**src/rtl/tdm_pkg.sv**
```systemverilog
package tdm_pkg;

    typedef enum logic {
        FS_PROGRAMMED = 1'b0,
        FS_HALF       = 1'b1
    } fs_sel_e;

    // number of slots one sample spans
    function automatic int span_of(int sample_w, int slot_w);
        return (sample_w + slot_w - 1) / slot_w;
    endfunction

endpackage

```
**src/rtl/tdm_fsync_gen.sv**
```systemverilog
module tdm_fsync_gen
    import tdm_pkg::*;
#(
    parameter int FRAME_BITS = 384,
    parameter int POS_W      = 9,
    parameter int LEN_W      = 9
) (
    input  logic [POS_W-1:0] pos,
    input  fs_sel_e          mode,
    input  logic [LEN_W-1:0] high_len,
    output logic             level
);
    localparam int HALF = FRAME_BITS / 2;

    always_comb begin
        if (mode == FS_HALF) level = (int'(pos) < HALF);
        else                 level = (int'(pos) < int'(high_len));
    end
endmodule

```
**src/rtl/tdm_slot_map.sv**
```systemverilog
module tdm_slot_map
    import tdm_pkg::*;
#(
    parameter int NUM_CH   = 4,
    parameter int SLOTS    = 48,
    parameter int SLOT_W   = 8,
    parameter int SAMPLE_W = 16,
    parameter int POS_W    = 9,
    parameter int IDX_W    = 6
) (
    input  logic [POS_W-1:0]           pos,
    input  logic [NUM_CH*SAMPLE_W-1:0] samples,
    input  logic [NUM_CH-1:0]          chan_on,
    input  logic [NUM_CH*IDX_W-1:0]    chan_start,
    input  logic [SLOTS-1:0]           slot_mask,
    output logic                       bit_val,
    output logic                       drive
);
    localparam int SPAN   = span_of(SAMPLE_W, SLOT_W);
    localparam int BUS_W  = NUM_CH * SAMPLE_W;
    localparam int BUS_IW = $clog2(BUS_W);
    localparam int SIW    = $clog2(SLOTS);

    int               slot_i;
    int               bit_i;
    int               off_i;
    int               src_i;
    logic [BUS_IW-1:0] src_idx;
    logic [SIW-1:0]   slot_idx;
    logic             hit;
    logic             val;

    always_comb begin
        slot_i   = int'(pos) / SLOT_W;
        bit_i    = int'(pos) % SLOT_W;
        slot_idx = SIW'(slot_i);
        hit      = 1'b0;
        val      = 1'b0;
        off_i    = 0;
        src_i    = 0;
        src_idx  = '0;
        // walk from the highest channel down so the lowest wins
        for (int c = NUM_CH - 1; c >= 0; c--) begin
            off_i = slot_i - int'(chan_start[c*IDX_W +: IDX_W]);
            if (chan_on[c] && off_i >= 0 && off_i < SPAN) begin
                src_i = SAMPLE_W - 1 - (off_i * SLOT_W + bit_i);
                hit   = 1'b1;
                if (src_i >= 0) begin
                    src_idx = BUS_IW'(c * SAMPLE_W + src_i);
                    val     = samples[src_idx];
                end else begin
                    val = 1'b0;
                end
            end
        end
        drive   = (slot_i < SLOTS) ? slot_mask[slot_idx] : 1'b0;
        bit_val = drive & hit & val;
    end
endmodule

```
**src/rtl/tdm_out_port.sv**
```systemverilog
module tdm_out_port
    import tdm_pkg::*;
#(
    parameter int NUM_CH   = 4,
    parameter int SLOTS    = 48,
    parameter int SLOT_W   = 8,
    parameter int SAMPLE_W = 16,
    localparam int FRAME_BITS = SLOTS * SLOT_W,
    localparam int LEN_W      = $clog2(FRAME_BITS + 1),
    localparam int IDX_W      = $clog2(SLOTS)
) (
    input  logic                       bclk,
    input  logic                       rst,
    input  logic                       smp_load,
    input  logic [NUM_CH*SAMPLE_W-1:0] smp_data,
    input  logic                       fs_half_mode,
    input  logic [LEN_W-1:0]           fs_high_len,
    input  logic                       early_launch,
    input  logic [SLOTS-1:0]           slot_mask,
    input  logic [NUM_CH-1:0]          chan_on,
    input  logic [NUM_CH*IDX_W-1:0]    chan_start,
    output logic                       fsync,
    output logic                       sdata,
    output logic                       sdata_oe
);
    localparam int POS_W = $clog2(FRAME_BITS);
    localparam int BUS_W = NUM_CH * SAMPLE_W;
    localparam logic [POS_W-1:0] LAST_POS = POS_W'(FRAME_BITS - 1);

    // state launched on the falling edge
    typedef struct packed {
        logic [POS_W-1:0] pos;
        logic             fsync;
        logic             dat;
        logic             oe;
    } fall_st_t;

    // state captured on the rising edge
    typedef struct packed {
        logic [BUS_W-1:0] pend;
        logic [BUS_W-1:0] frame;
        logic             dat;
        logic             oe;
    } rise_st_t;

    fall_st_t         f_d, f_q;
    rise_st_t         r_d, r_q;
    logic             wrap;
    logic [POS_W-1:0] pos_nxt;
    logic [BUS_W-1:0] frame_nxt;
    logic             fs_lvl;
    logic             fall_bit, fall_drv;
    logic             rise_bit, rise_drv;

    assign wrap      = (f_q.pos == LAST_POS);
    assign pos_nxt   = wrap ? '0 : f_q.pos + 1'b1;
    // the staging words become the frame words on the last rising edge of a frame
    assign frame_nxt = wrap ? r_q.pend : r_q.frame;

    tdm_fsync_gen #(
        .FRAME_BITS(FRAME_BITS), .POS_W(POS_W), .LEN_W(LEN_W)
    ) u_fs (
        .pos(pos_nxt), .mode(fs_sel_e'(fs_half_mode)),
        .high_len(fs_high_len), .level(fs_lvl)
    );

    tdm_slot_map #(
        .NUM_CH(NUM_CH), .SLOTS(SLOTS), .SLOT_W(SLOT_W),
        .SAMPLE_W(SAMPLE_W), .POS_W(POS_W), .IDX_W(IDX_W)
    ) u_map_fall (
        .pos(pos_nxt), .samples(r_q.frame), .chan_on(chan_on),
        .chan_start(chan_start), .slot_mask(slot_mask),
        .bit_val(fall_bit), .drive(fall_drv)
    );

    tdm_slot_map #(
        .NUM_CH(NUM_CH), .SLOTS(SLOTS), .SLOT_W(SLOT_W),
        .SAMPLE_W(SAMPLE_W), .POS_W(POS_W), .IDX_W(IDX_W)
    ) u_map_rise (
        .pos(pos_nxt), .samples(frame_nxt), .chan_on(chan_on),
        .chan_start(chan_start), .slot_mask(slot_mask),
        .bit_val(rise_bit), .drive(rise_drv)
    );

    always_comb begin
        f_d = f_q;
        if (rst) begin
            f_d.pos   = LAST_POS;
            f_d.fsync = 1'b0;
            f_d.dat   = 1'b0;
            f_d.oe    = 1'b0;
        end else begin
            f_d.pos   = pos_nxt;
            f_d.fsync = fs_lvl;
            f_d.dat   = fall_bit;
            f_d.oe    = fall_drv;
        end
    end

    always_ff @(negedge bclk) f_q <= f_d;

    always_comb begin
        r_d = r_q;
        if (rst) begin
            r_d.pend  = '0;
            r_d.frame = '0;
            r_d.dat   = 1'b0;
            r_d.oe    = 1'b0;
        end else begin
            if (smp_load) r_d.pend = smp_data;
            r_d.frame = frame_nxt;
            r_d.dat   = rise_bit;
            r_d.oe    = rise_drv;
        end
    end

    always_ff @(posedge bclk) r_q <= r_d;

    assign fsync    = f_q.fsync;
    assign sdata    = early_launch ? r_q.dat : f_q.dat;
    assign sdata_oe = early_launch ? r_q.oe  : f_q.oe;
endmodule

```
**config.mk**
```make
export PLATFORM = sky130hd
export DESIGN_NAME = tdm_out_port
export DESIGN_NICKNAME = d
export VERILOG_FILES = /design/src/rtl/tdm_pkg.sv /design/src/rtl/tdm_fsync_gen.sv /design/src/rtl/tdm_slot_map.sv /design/src/rtl/tdm_out_port.sv
export SDC_FILE = /design/constraint.sdc
export NUM_CORES = 1
export LEC_CHECK = 0
export BUFFER_PORTS_ARGS = -buffer_cell sky130_fd_sc_hd__clkbuf_2
export CAP_MARGIN = 20
export CORE_ASPECT_RATIO = 1.25
export CORE_UTILIZATION = 52
export DETAILED_ROUTE_END_ITERATION = 10
export GPL_TIMING_DRIVEN = 0
export PLACE_DENSITY = 0.78
export SETUP_SLACK_MARGIN = 0.05
export SLEW_MARGIN = 10
export SYNTH_ARGS = -nofsm -noshare
export SYNTH_HDL_FRONTEND = slang
export SYNTH_SLANG_ARGS = --single-unit
```
**constraint.sdc**
```tcl
create_clock -name bclk -period 4.7 [get_ports bclk]
set_clock_uncertainty 0.2 [all_clocks]
set_input_delay 1.41 -clock bclk [delete_from_list [all_inputs] [get_ports bclk]]
set_output_delay 1.41 -clock bclk [all_outputs]
set_load 0.03 [all_outputs]
```
==> results of run 1 <==
kinds of logic after synthesis:
logic type,Yosys count,share of synthesized area (%)
AOI/OAI and AO/OA,212,15.1
xor gates and xnor gates,18,1.74
adders and majority gates,63,9.01
buffers and inverters,126,5.68
DFF,142,31.3
muxes,150,20.4
and+or+nand+nor,343,16.8
area by class of cell:
type                       instances  area, µm²
inverter                          66        265
timing repair buffer             206       1230
multi-input combinational        786       6140
sequential                       142       2860
buffer                            58        397
tap                              220        275
clock inverter                    23        200
fill                            1303       5160
clock buffer                      20        447
cells in the final DEF (no fill, tap or decap), types with 8 or more instances in the layout:
| cell type | count |
|---|---|
| nand3_1 | 13 |
| mux2i_1 | 107 |
| clkbuf_1 | 23 |
| buf_4 | 53 |
| o21ai_1 | 12 |
| a21oi_1 | 82 |
| buf_6 | 12 |
| nor2_1 | 86 |
| o21ai_0 | 18 |
| mux4_2 | 26 |
| ha_1 | 48 |
| dfxtp_1 | 133 |
| clkbuf_2 | 156 |
| nor2b_1 | 13 |
| inv_1 | 68 |
| o22ai_1 | 8 |
| nand2b_1 | 11 |
| nor3_1 | 12 |
| clkbuf_16 | 17 |
| nand2_1 | 161 |
| ha_4 | 10 |
| mux2_2 | 14 |
per-layer routing:
metal | share of wire (%) | vias up | GRT usage, %
met5 | 0 | - | 0
met4 | 4.0 | 0 | 14.6
met3 | 5.1 | 83 | 4.54
met2 | 52 | 339 | 55.6
met1 | 39 | 4108 | 33.6
li1 | - | 4178 | -
how the worst max path moves through the flow:
stage                  from  endpoint  cells past startpoint
floorplan            f_q[3]    r_q[1]                     18
detailed placement  f_q[10]    r_q[1]                     16
finish               f_q[4]    r_q[1]                     20
global route         f_q[3]    r_q[1]                     20
global placement     f_q[6]    r_q[1]                     17
CTS                  f_q[3]    r_q[1]                     18
worst reg2reg max path, stage by stage (launching register included):
cell	delay, ns
dfxtp_2	0.38
ha_4	0.20
and4b_1	0.23
buf_6	0.13
nand2_8	0.06
buf_8	0.13
nand2_8	0.07
clkinvlp_4	0.13
buf_6	0.15
ha_4	0.28
nor3_2	0.05
a311o_1	0.36
a211oi_4	0.27
inv_1	0.08
ha_1	0.31
nand2_2	0.13
nor3_4	0.05
o21ai_2	0.21
nor4_1	0.08
or4_1	0.46
o2111a_1	0.25
cells in the mapped netlist (all sizes together) (4+ instances only):
cell type,count,area share (%)
o21ai,35,2.0
o211ai,6,0.55
inv,67,2.8
a21o,7,0.58
dfxtp,142,31
nand2,165,6.8
or2,8,0.55
o21a,5,0.41
nor2,90,3.9
nand2b,11,0.76
o22ai,8,0.55
a31oi,5,0.34
fa,4,0.88
and3,6,0.41
a21oi,88,4.9
xnor2,8,0.77
a211oi,5,0.41
o31ai,7,0.63
nor2b,13,0.90
nor3,15,0.83
buf,19,1.3
a2bb2oi,5,0.48
mux2i,107,12
xor2,10,0.96
ha,59,8.1
mux2,17,2.1
o311ai,4,0.58
nand3,15,0.83
o2bb2ai,5,0.48
clkbuf,40,1.7
mux4,26,6.4
flip-flops by register name (all words and copies together) (netlist names):
signal and count:
r_q 130, fsync 1, f_q 11
metrics by stage:
stage	setup slack (ns)	instance area [µm²]	hold slack, ns	util (%)
2_1_floorplan	-1.95	9220	0.231	-
3_3_place_gp	-2.97	10300	0.240	60.5
3_5_place_dp	-2.84	10300	0.242	60.5
4_1_cts	-1.92	11600	0.252	68.2
5_1_grt	-2.15	11800	0.262	69.6
6_report	-2.01	11800	0.252	69.6
timing repair:
action,in CTS,in global routing
buffers inserted,38,12
gates resized for setup,100,51
pin swaps,30,26
setup endpoints to repair,72,70
==> summary.txt, run 1 <==
Outcome
  • Status: finished, violations left
  • Violated checks: negative setup slack

STA
  • Slew Viols, Final: 0
  • Fin. Hold Viols: 0
  • Relative slew margins: a little over two fifths
  • Pin slew with the least headroom to its limit: between 0.8 and 0.9 ns
  • RSZ-0062 raised after global routing: true
  • Setup TNS: -5.67 ns
  • # setup viols final: 8
  • Setup slack after layout: -2.01 ns

Worst setup path
  • Reg2reg start: f_q[4]
  • CP Data Arrival Time: around 6.8 ns
  • Worst R2R End: r_q[1]
  • Slowest cell on crit path: or4_1
  • Top delay family on crit path: simple AND/OR/NAND/NOR gates
  • CP Buf/Inv Count: 5
  • Register-to-register setup slack: -2.01 ns
  • Crit Path Category: register to register
  • Req. time, crit path: ~4.8 ns
  • Worst Setup End Kind: register
  • R2R depth: 20
  • Cell chain of the critical path: ha_4 -> and4b_1 -> buf_6 -> nand2_8 -> buf_8 -> nand2_8 -> clkinvlp_4 -> buf_6 -> ha_4 -> nor3_2 -> a311o_1 -> a211oi_4 -> inv_1 -> ha_1 -> nand2_2 -> nor3_4 -> o21ai_2 -> nor4_1 -> or4_1 -> o2111a_1
  • Worst Path Max Fanout: 5
  • Slowest cell delay on critical path: 0.46 ns
  • Startpoint types: register

Routing
  • Via count: just under 9000
  • Via/cell ratio: around 5.7
  • Drc violations: 0
  • Drt first pass iters: 6
  • DRT Wirelength: around 27 mm
  • DR WL/cell: between 15 and 20 µm
  • Drt initial violations: approximately 600
  • DRT antenna net count: 0

CTS
  • Root Buffer: clkbuf_16
  • Max Buffers Root-to-Sink: 2
  • CTS tree: yes
  • Inserted Clock Buffers: 17
  • H-tree levels: 4
  • Clock transition at path regs: roughly 0.060 ns
  • Total clock sinks: between 100 and 150
  • Clk Latency, worst-skew pair: 0.46 ns
  • Cts hold-fix bufs: 0

Layout
  • Finished Layout Cells: approximately 1500
  • Nets: about 1500
  • Area Growth Syn to Fin: 30.2%
  • Antenna cells: 0
  • Layout cells sized above 1: between 30% and 40%

Global routing
  • GRT Residual Overflow: 0
  • First-pass GRT wire length: between 40 and 50 mm
  • Number of global-route vias before repair: ~8700
  • Largest net degree at the start of global routing: 17
  • GRT Total Usage: 30.2%
  • Initial antenna violation count: 0

Place
  • I/O Buffers: 155
  • Placed insts: approximately 1400
  • Hpwl dp: ~19 mm
  • Final GP Congestion: 0.949

Synth
  • Top FF cell, synth: dfxtp_1
  • Seq cells post-synth: 142
  • Seq/Total Area, Yosys: between 30% and 40%
  • Synthesized Nets: 1271
  • Mapped Cells: 1054
  • Synth warn: 0
  • EDFF count, synth: 0
  • Ys async rst share: 0%
  • Cell Area, Synth: between 9000 and 10000 µm²
  • Count of cell types in the netlist: 76
  • Mean Syn Cell Area: between 8 and 9 µm²

Floorplan
  • # rows: 53
  • Chip Height: between 100 and 150 µm
  • Ports: 157
  • Starting density of the core: a little over half
  • Die width: between 100 and 150 µm
  • Die area: 18000 µm²
  • Core area: ~17000 µm²

Worst hold path
  • Hold path depth: 2
  • Hold-critical path endpoint: r_q[64]
  • Min-delay src: r_q[128]
  • Worst hold path type: register to register

Flow run
  • Max cap viols: 0
Power of run 1 is not shown: default switching activity piles up to over one toggle a cycle in this logic, so the estimate is an artifact.
==> run 2, diff against run 1 <==
--- a/config.mk
+++ b/config.mk
@@ -13,6 +13,7 @@
 export GPL_TIMING_DRIVEN = 0
 export PLACE_DENSITY = 0.78
 export SETUP_SLACK_MARGIN = 0.05
+export SKIP_CTS_REPAIR_TIMING = 1
 export SLEW_MARGIN = 10
 export SYNTH_ARGS = -nofsm -noshare
 export SYNTH_HDL_FRONTEND = slang
==> run 2 against run 1 <==
The run still ends with negative setup slack left. Clock-buffer cell count is the same. Setup slack lost 0.051 ns. Global-route usage shrank 1.8 points. First-iteration DRC count grew 6.4%. Register-to-register slack lost 0.05 ns. Utilization shrank 0.96 points. Sequential share of layout area grew 0.33 points.
==> summary.txt, run 2 (same netlist as run 1, synthesis figures left out) <==
Floorplan
  • Ports: 157
  • Core area: between 15000 and 20000 µm²
  • Die area: around 18000 µm²
  • # rows: 53
  • Starting density of the core: 53.5%
  • Die width: 120 µm
  • Chip Height: 150 µm

Routing
  • Drt initial violations: 632
  • DRT antenna net count: 0
  • Drt first pass iters: 6
  • Drc violations: 0
  • DRT Wirelength: approximately 26 mm
  • DR WL/cell: between 15 and 20 µm
  • Via count: 8705
  • Via/cell ratio: approximately 5.7

Worst setup path
  • Worst R2R End: r_q[1]
  • Most frequent CP cell: ha_4
  • Reg2reg start: f_q[3]
  • R2R depth: 18
  • Slowest cell delay on critical path: approximately 0.57 ns
  • CP Buf/Inv Count: 3
  • Cell chain of the critical path: buf_12 -> nand3_4 -> xor2_2 -> nor2_4 -> clkinv_4 -> ha_4 -> fa_2 -> ha_4 -> a21oi_4 -> xor2_1 -> ha_1 -> buf_8 -> nand2b_4 -> o221a_1 -> o211ai_2 -> nor3_1 -> or4_1 -> o2111a_1
  • Crit Path Category: register to register
  • Top delay family on crit path: adder cells
  • Register-to-register setup slack: -2.06 ns
  • Worst Setup End Kind: register
  • Startpoint types: register
  • Critical Path Start: f_q[3]
  • CP Data Arrival Time: between 6 and 7 ns
  • Worst Path Max Fanout: 10
  • Req. time, crit path: ~4.8 ns
  • Slowest cell on crit path: fa_2

Layout
  • Finished Layout Cells: between 1500 and 2000
  • Flip-flop and latch area: 2860 µm²
  • Nets: about 1500
  • Commonest non-fill, non-tap cell in the layout: nand2_1
  • Layout cells sized above 1: between 20% and 30%
  • Most frequent cells in the layout: nand2_1, clkbuf_2, dfxtp_1
  • Top reg by flops: r_q
  • Max FFs per register: 130
  • Area occupied by multi-input gates: approximately 6000 µm²
  • Area Growth Syn to Fin: 28.4%
  • Layout fillers: roughly 1300
  • Post-route core utilization: about two thirds
  • Antenna cells: 0

Global routing
  • Number of global-route vias before repair: about 8300
  • Initial antenna violation count: 0
  • Routing usage on met2: about half
  • Largest net degree at the start of global routing: 17
  • Met1 Use GR: approximately 33%
  • GRT Total Usage: about 28%
  • First-pass GRT wire length: between 40 and 50 mm
  • Most used routing layer: met2
  • GRT Residual Overflow: 0
  • Met3 Resource Use GR: between 4 and 5%

Place
  • Place WS: -2.84 ns
  • Hpwl dp: 18.8 mm
  • Placed insts: roughly 1400
  • Final GP Congestion: between 0.9 and 1
  • I/O Buffers: 155

STA
  • Slew Viols, Final: 0
  • Pin slew with the least headroom to its limit: ~0.87 ns
  • # setup viols final: 8
  • Setup slack after layout: -2.06 ns
  • Relative slew margins: a little over two fifths
  • RSZ-0062 raised after global routing: true
  • Fin. Hold Viols: 0
  • Setup TNS: -5.86 ns

Outcome
  • Violated checks: negative setup slack
  • Status: finished, violations left

Worst hold path
  • Min-delay src: r_q[103]
  • Worst hold path type: register to register
  • Hold-critical path endpoint: r_q[39]
  • Hold path depth: 2

CTS
  • Root Buffer: clkbuf_16
  • Total clock sinks: around 140
  • Clk Latency, worst-skew pair: roughly 0.46 ns
  • Max Buffers Root-to-Sink: 2
  • Clock transition at path regs: approximately 0.060 ns
  • H-tree levels: 4
  • CTS tree: yes
  • Inserted Clock Buffers: 17

Flow run
  • Max cap viols: 0
run 2: cell count changes in the layout (fill, tap and decap cells not counted), sizes merged:
cell | previous run | this run
buf | 79 | 77
clkinvlp | 6 | 7
inv | 78 | 77
a21oi | 88 | 89
clkinv | 2 | 3
clkbuf | 205 | 202
run 2: per-stage QoR:
step | hold WS (ns) | cell area [µm²]
finish | 0.251 | 11700
detailed placement | 0.242 | 10300
floorplan | 0.231 | 9220
CTS | 0.252 | 10900
global placement | 0.240 | 10300
global route | 0.262 | 11700
run 2: metal layers:
metal / wire length [µm] / vias up
li1: - / 4180
met1: 10300 / 4079
met2: 13400 / 350
met3: 1440 / 96
met4: 1140 / 0
met5: 0 / -
run 2: worst max-delay path by stage:
stage                        end  slack, ns  cells after the start
after floorplan           r_q[1]      -1.95                     18
after global placement    r_q[1]      -2.97                     17
after detailed placement  r_q[1]      -2.84                     16
after CTS                 r_q[1]      -2.90                     16
after global routing      r_q[1]      -2.26                     18
final                     r_q[1]      -2.06                     18
run 2: worst reg2reg max path, delay by kind of cell (launching register included):
kind                     cells  cell delay, ns
AO/OA/AOI/OAI                4            0.70
XOR/XNOR                     2            0.39
adder cells (fa/ha/maj)      4            1.27
buffers and inverters        3            0.40
flip-flops                   1            0.37
AND/OR/NAND/NOR              5            0.91
run 2: layout make-up:
class,count,share of cell area (%)
timing repair inverter,1,0.0644
timing repair buffer,201,9.97
clock inverter,23,1.72
buffer,58,3.34
multi-input combinational,787,51.9
sequential,142,24.6
clock buffer,20,3.83
inverter,66,2.30
tap,220,2.36
Power of run 2 is left out for the same reason.
==> run 3, diff against run 2 <==
--- a/config.mk
+++ b/config.mk
@@ -11,7 +11,7 @@
 export CORE_UTILIZATION = 52
 export DETAILED_ROUTE_END_ITERATION = 10
 export GPL_TIMING_DRIVEN = 0
-export PLACE_DENSITY = 0.78
+export PLACE_DENSITY = 0.8
 export SETUP_SLACK_MARGIN = 0.05
 export SKIP_CTS_REPAIR_TIMING = 1
 export SLEW_MARGIN = 10
==> run 3 against run 2 <==
The flow still finishes with violations (negative setup slack). Register-to-register slack lost 0.097 ns. Utilization decreased by 0.11 points. Non-clock buffer count down 1. Wire length is 0.94% higher. First-iteration DRC count is 15% higher. Die area unchanged. Setup slack got worse by 0.097 ns. Global-route usage down 0.26 points. Critical path type unchanged. Sequential share of layout area is essentially flat. Final area is 0.16% lower. Critical path depth increased by 1. Cell count about the same.
==> summary.txt, run 3 (same netlist as run 1, synthesis figures left out) <==
Routing
  • Drt first pass iters: 8
  • Via/cell ratio: 5.85
  • Drc violations: 0
  • Via count: 8876
  • DR WL/cell: roughly 17 µm
  • DRT Wirelength: ~27 mm
  • Drt initial violations: around 730
  • DRT antenna net count: 0

Layout
  • Most frequent cells in the layout: nand2_1, clkbuf_2, dfxtp_1
  • Antenna cells: 0
  • Max FFs per register: 130
  • Nets: approximately 1500
  • Top reg by flops: r_q
  • Layout cells sized above 1: about 29%
  • Commonest non-fill, non-tap cell in the layout: nand2_1
  • Area Growth Syn to Fin: 28.2%

Worst hold path
  • Hold path depth: 2
  • Min-delay src: r_q[116]
  • Worst hold path type: register to register

Worst setup path
  • Reg2reg start: f_q[3]
  • Crit Path Category: register to register
  • R2R depth: 19
  • Worst Path Max Fanout: 7
  • Top delay family on crit path: compound AO/OA/AOI/OAI gates
  • Cell chain of the critical path: ha_4 -> nand3_2 -> xor2_2 -> buf_6 -> clkinvlp_4 -> buf_4 -> ha_1 -> nor2b_1 -> o21a_1 -> o2111a_1 -> a211oi_4 -> inv_1 -> ha_1 -> nand2_1 -> o31ai_1 -> o21ai_2 -> nor3_1 -> or4_1 -> o2111a_1
  • Cell depth of the worst setup path: 19
  • CP Data Arrival Time: just under 7 ns
  • Critical Path Start: f_q[3]
  • Worst Setup End Kind: register
  • Slowest cell delay on critical path: 0.51 ns
  • Slowest cell on crit path: or4_1
  • Req. time, crit path: ~4.8 ns
  • CP Buf/Inv Count: 4
  • Startpoint types: register

STA
  • # setup viols final: 8
  • Relative slew margins: 44.1%
  • RSZ-0062 raised after global routing: true
  • Hold Worst Slack: approximately 0.25 ns
  • Pin slew with the least headroom to its limit: roughly 0.84 ns
  • Fin. Hold Viols: 0
  • Setup slack after layout: -2.15 ns
  • Slew Viols, Final: 0

Place
  • Hpwl dp: 18.9 mm
  • Final GP Congestion: 0.959
  • I/O Buffers: ~160

Global routing
  • GRT Total Usage: between 20% and 30%
  • Number of global-route vias before repair: about 8500
  • Largest net degree at the start of global routing: 17
  • GRT Residual Overflow: 0
  • First-pass GRT wire length: approximately 40 mm
  • Initial antenna violation count: 0

Floorplan
  • Chip Height: 150 µm
  • # rows: between 50 and 60
  • Die area: roughly 18000 µm²
  • Ports: around 160
  • Core area: 17000 µm²
  • Starting density of the core: a little over half
  • Die width: 120 µm

CTS
  • Clk Latency, worst-skew pair: ~0.45 ns
  • CTS tree: yes
  • Inserted Clock Buffers: 17
  • H-tree levels: 4
  • Clock transition at path regs: approximately 0.060 ns
  • Root Buffer: clkbuf_16
  • Total clock sinks: between 100 and 150
  • Max Buffers Root-to-Sink: 2

Outcome
  • Status: finished, violations left
  • Violated checks: negative setup slack

Flow run
  • Max cap viols: 0
## run 3: metrics by stage
stage               worst slack (ns)  util [%]  std cells  setup TNS [ns]  cell area, µm²
floorplan                      -1.95         -       1054           -4.98            9220
global placement               -2.97      60.5       1429          -37.73           10300
detailed placement             -2.81      60.5       1430          -37.60           10300
CTS                            -2.98      64.4       1473          -41.93           10900
global route                   -2.36      68.6       1517           -6.52           11600
finish                         -2.15      68.6       1517           -6.02           11600
## run 3: routing by layer
layer  GRT usage [%]  vias up  wire length (µm)
li1                -     4171                 -
met4            13.1        0              1030
met2            50.8      387             13500
met3            4.00       99              1490
met5               0        -                 0
met1            32.5     4219             10500
## run 3: final cells by class
cell class	instances	area (µm²)
Inverter	66	268
Timing Repair inverter	1	7.51
Timing Repair Buffer	200	1170
Multi-Input combinational cell	786	6040
Clock inverter	23	196
Tap cell	220	275
Fill cell	1334	5340
Buffer	58	358
Sequential cell	142	2860
Clock buffer	21	460
## run 3: worst min-delay path, delay by kind of cell, from the launching register on
| kind | cells | cell delay [ns] |
|---|---|---|
| flip-flops | 1 | 0.31 |
| AND/OR/NAND/NOR | 1 | 0.05 |
| AO/OA/AOI/OAI | 1 | 0.05 |
## run 3: path summary, 6_finish.rpt
check | endpoint | slack (ns)
min | r_q[52] | 0.25
max | r_q[1] | -2.15
max reg2reg | r_q[1] | -2.15
min reg2reg | r_q[52] | 0.25
Power of run 3 is left out for the same reason.
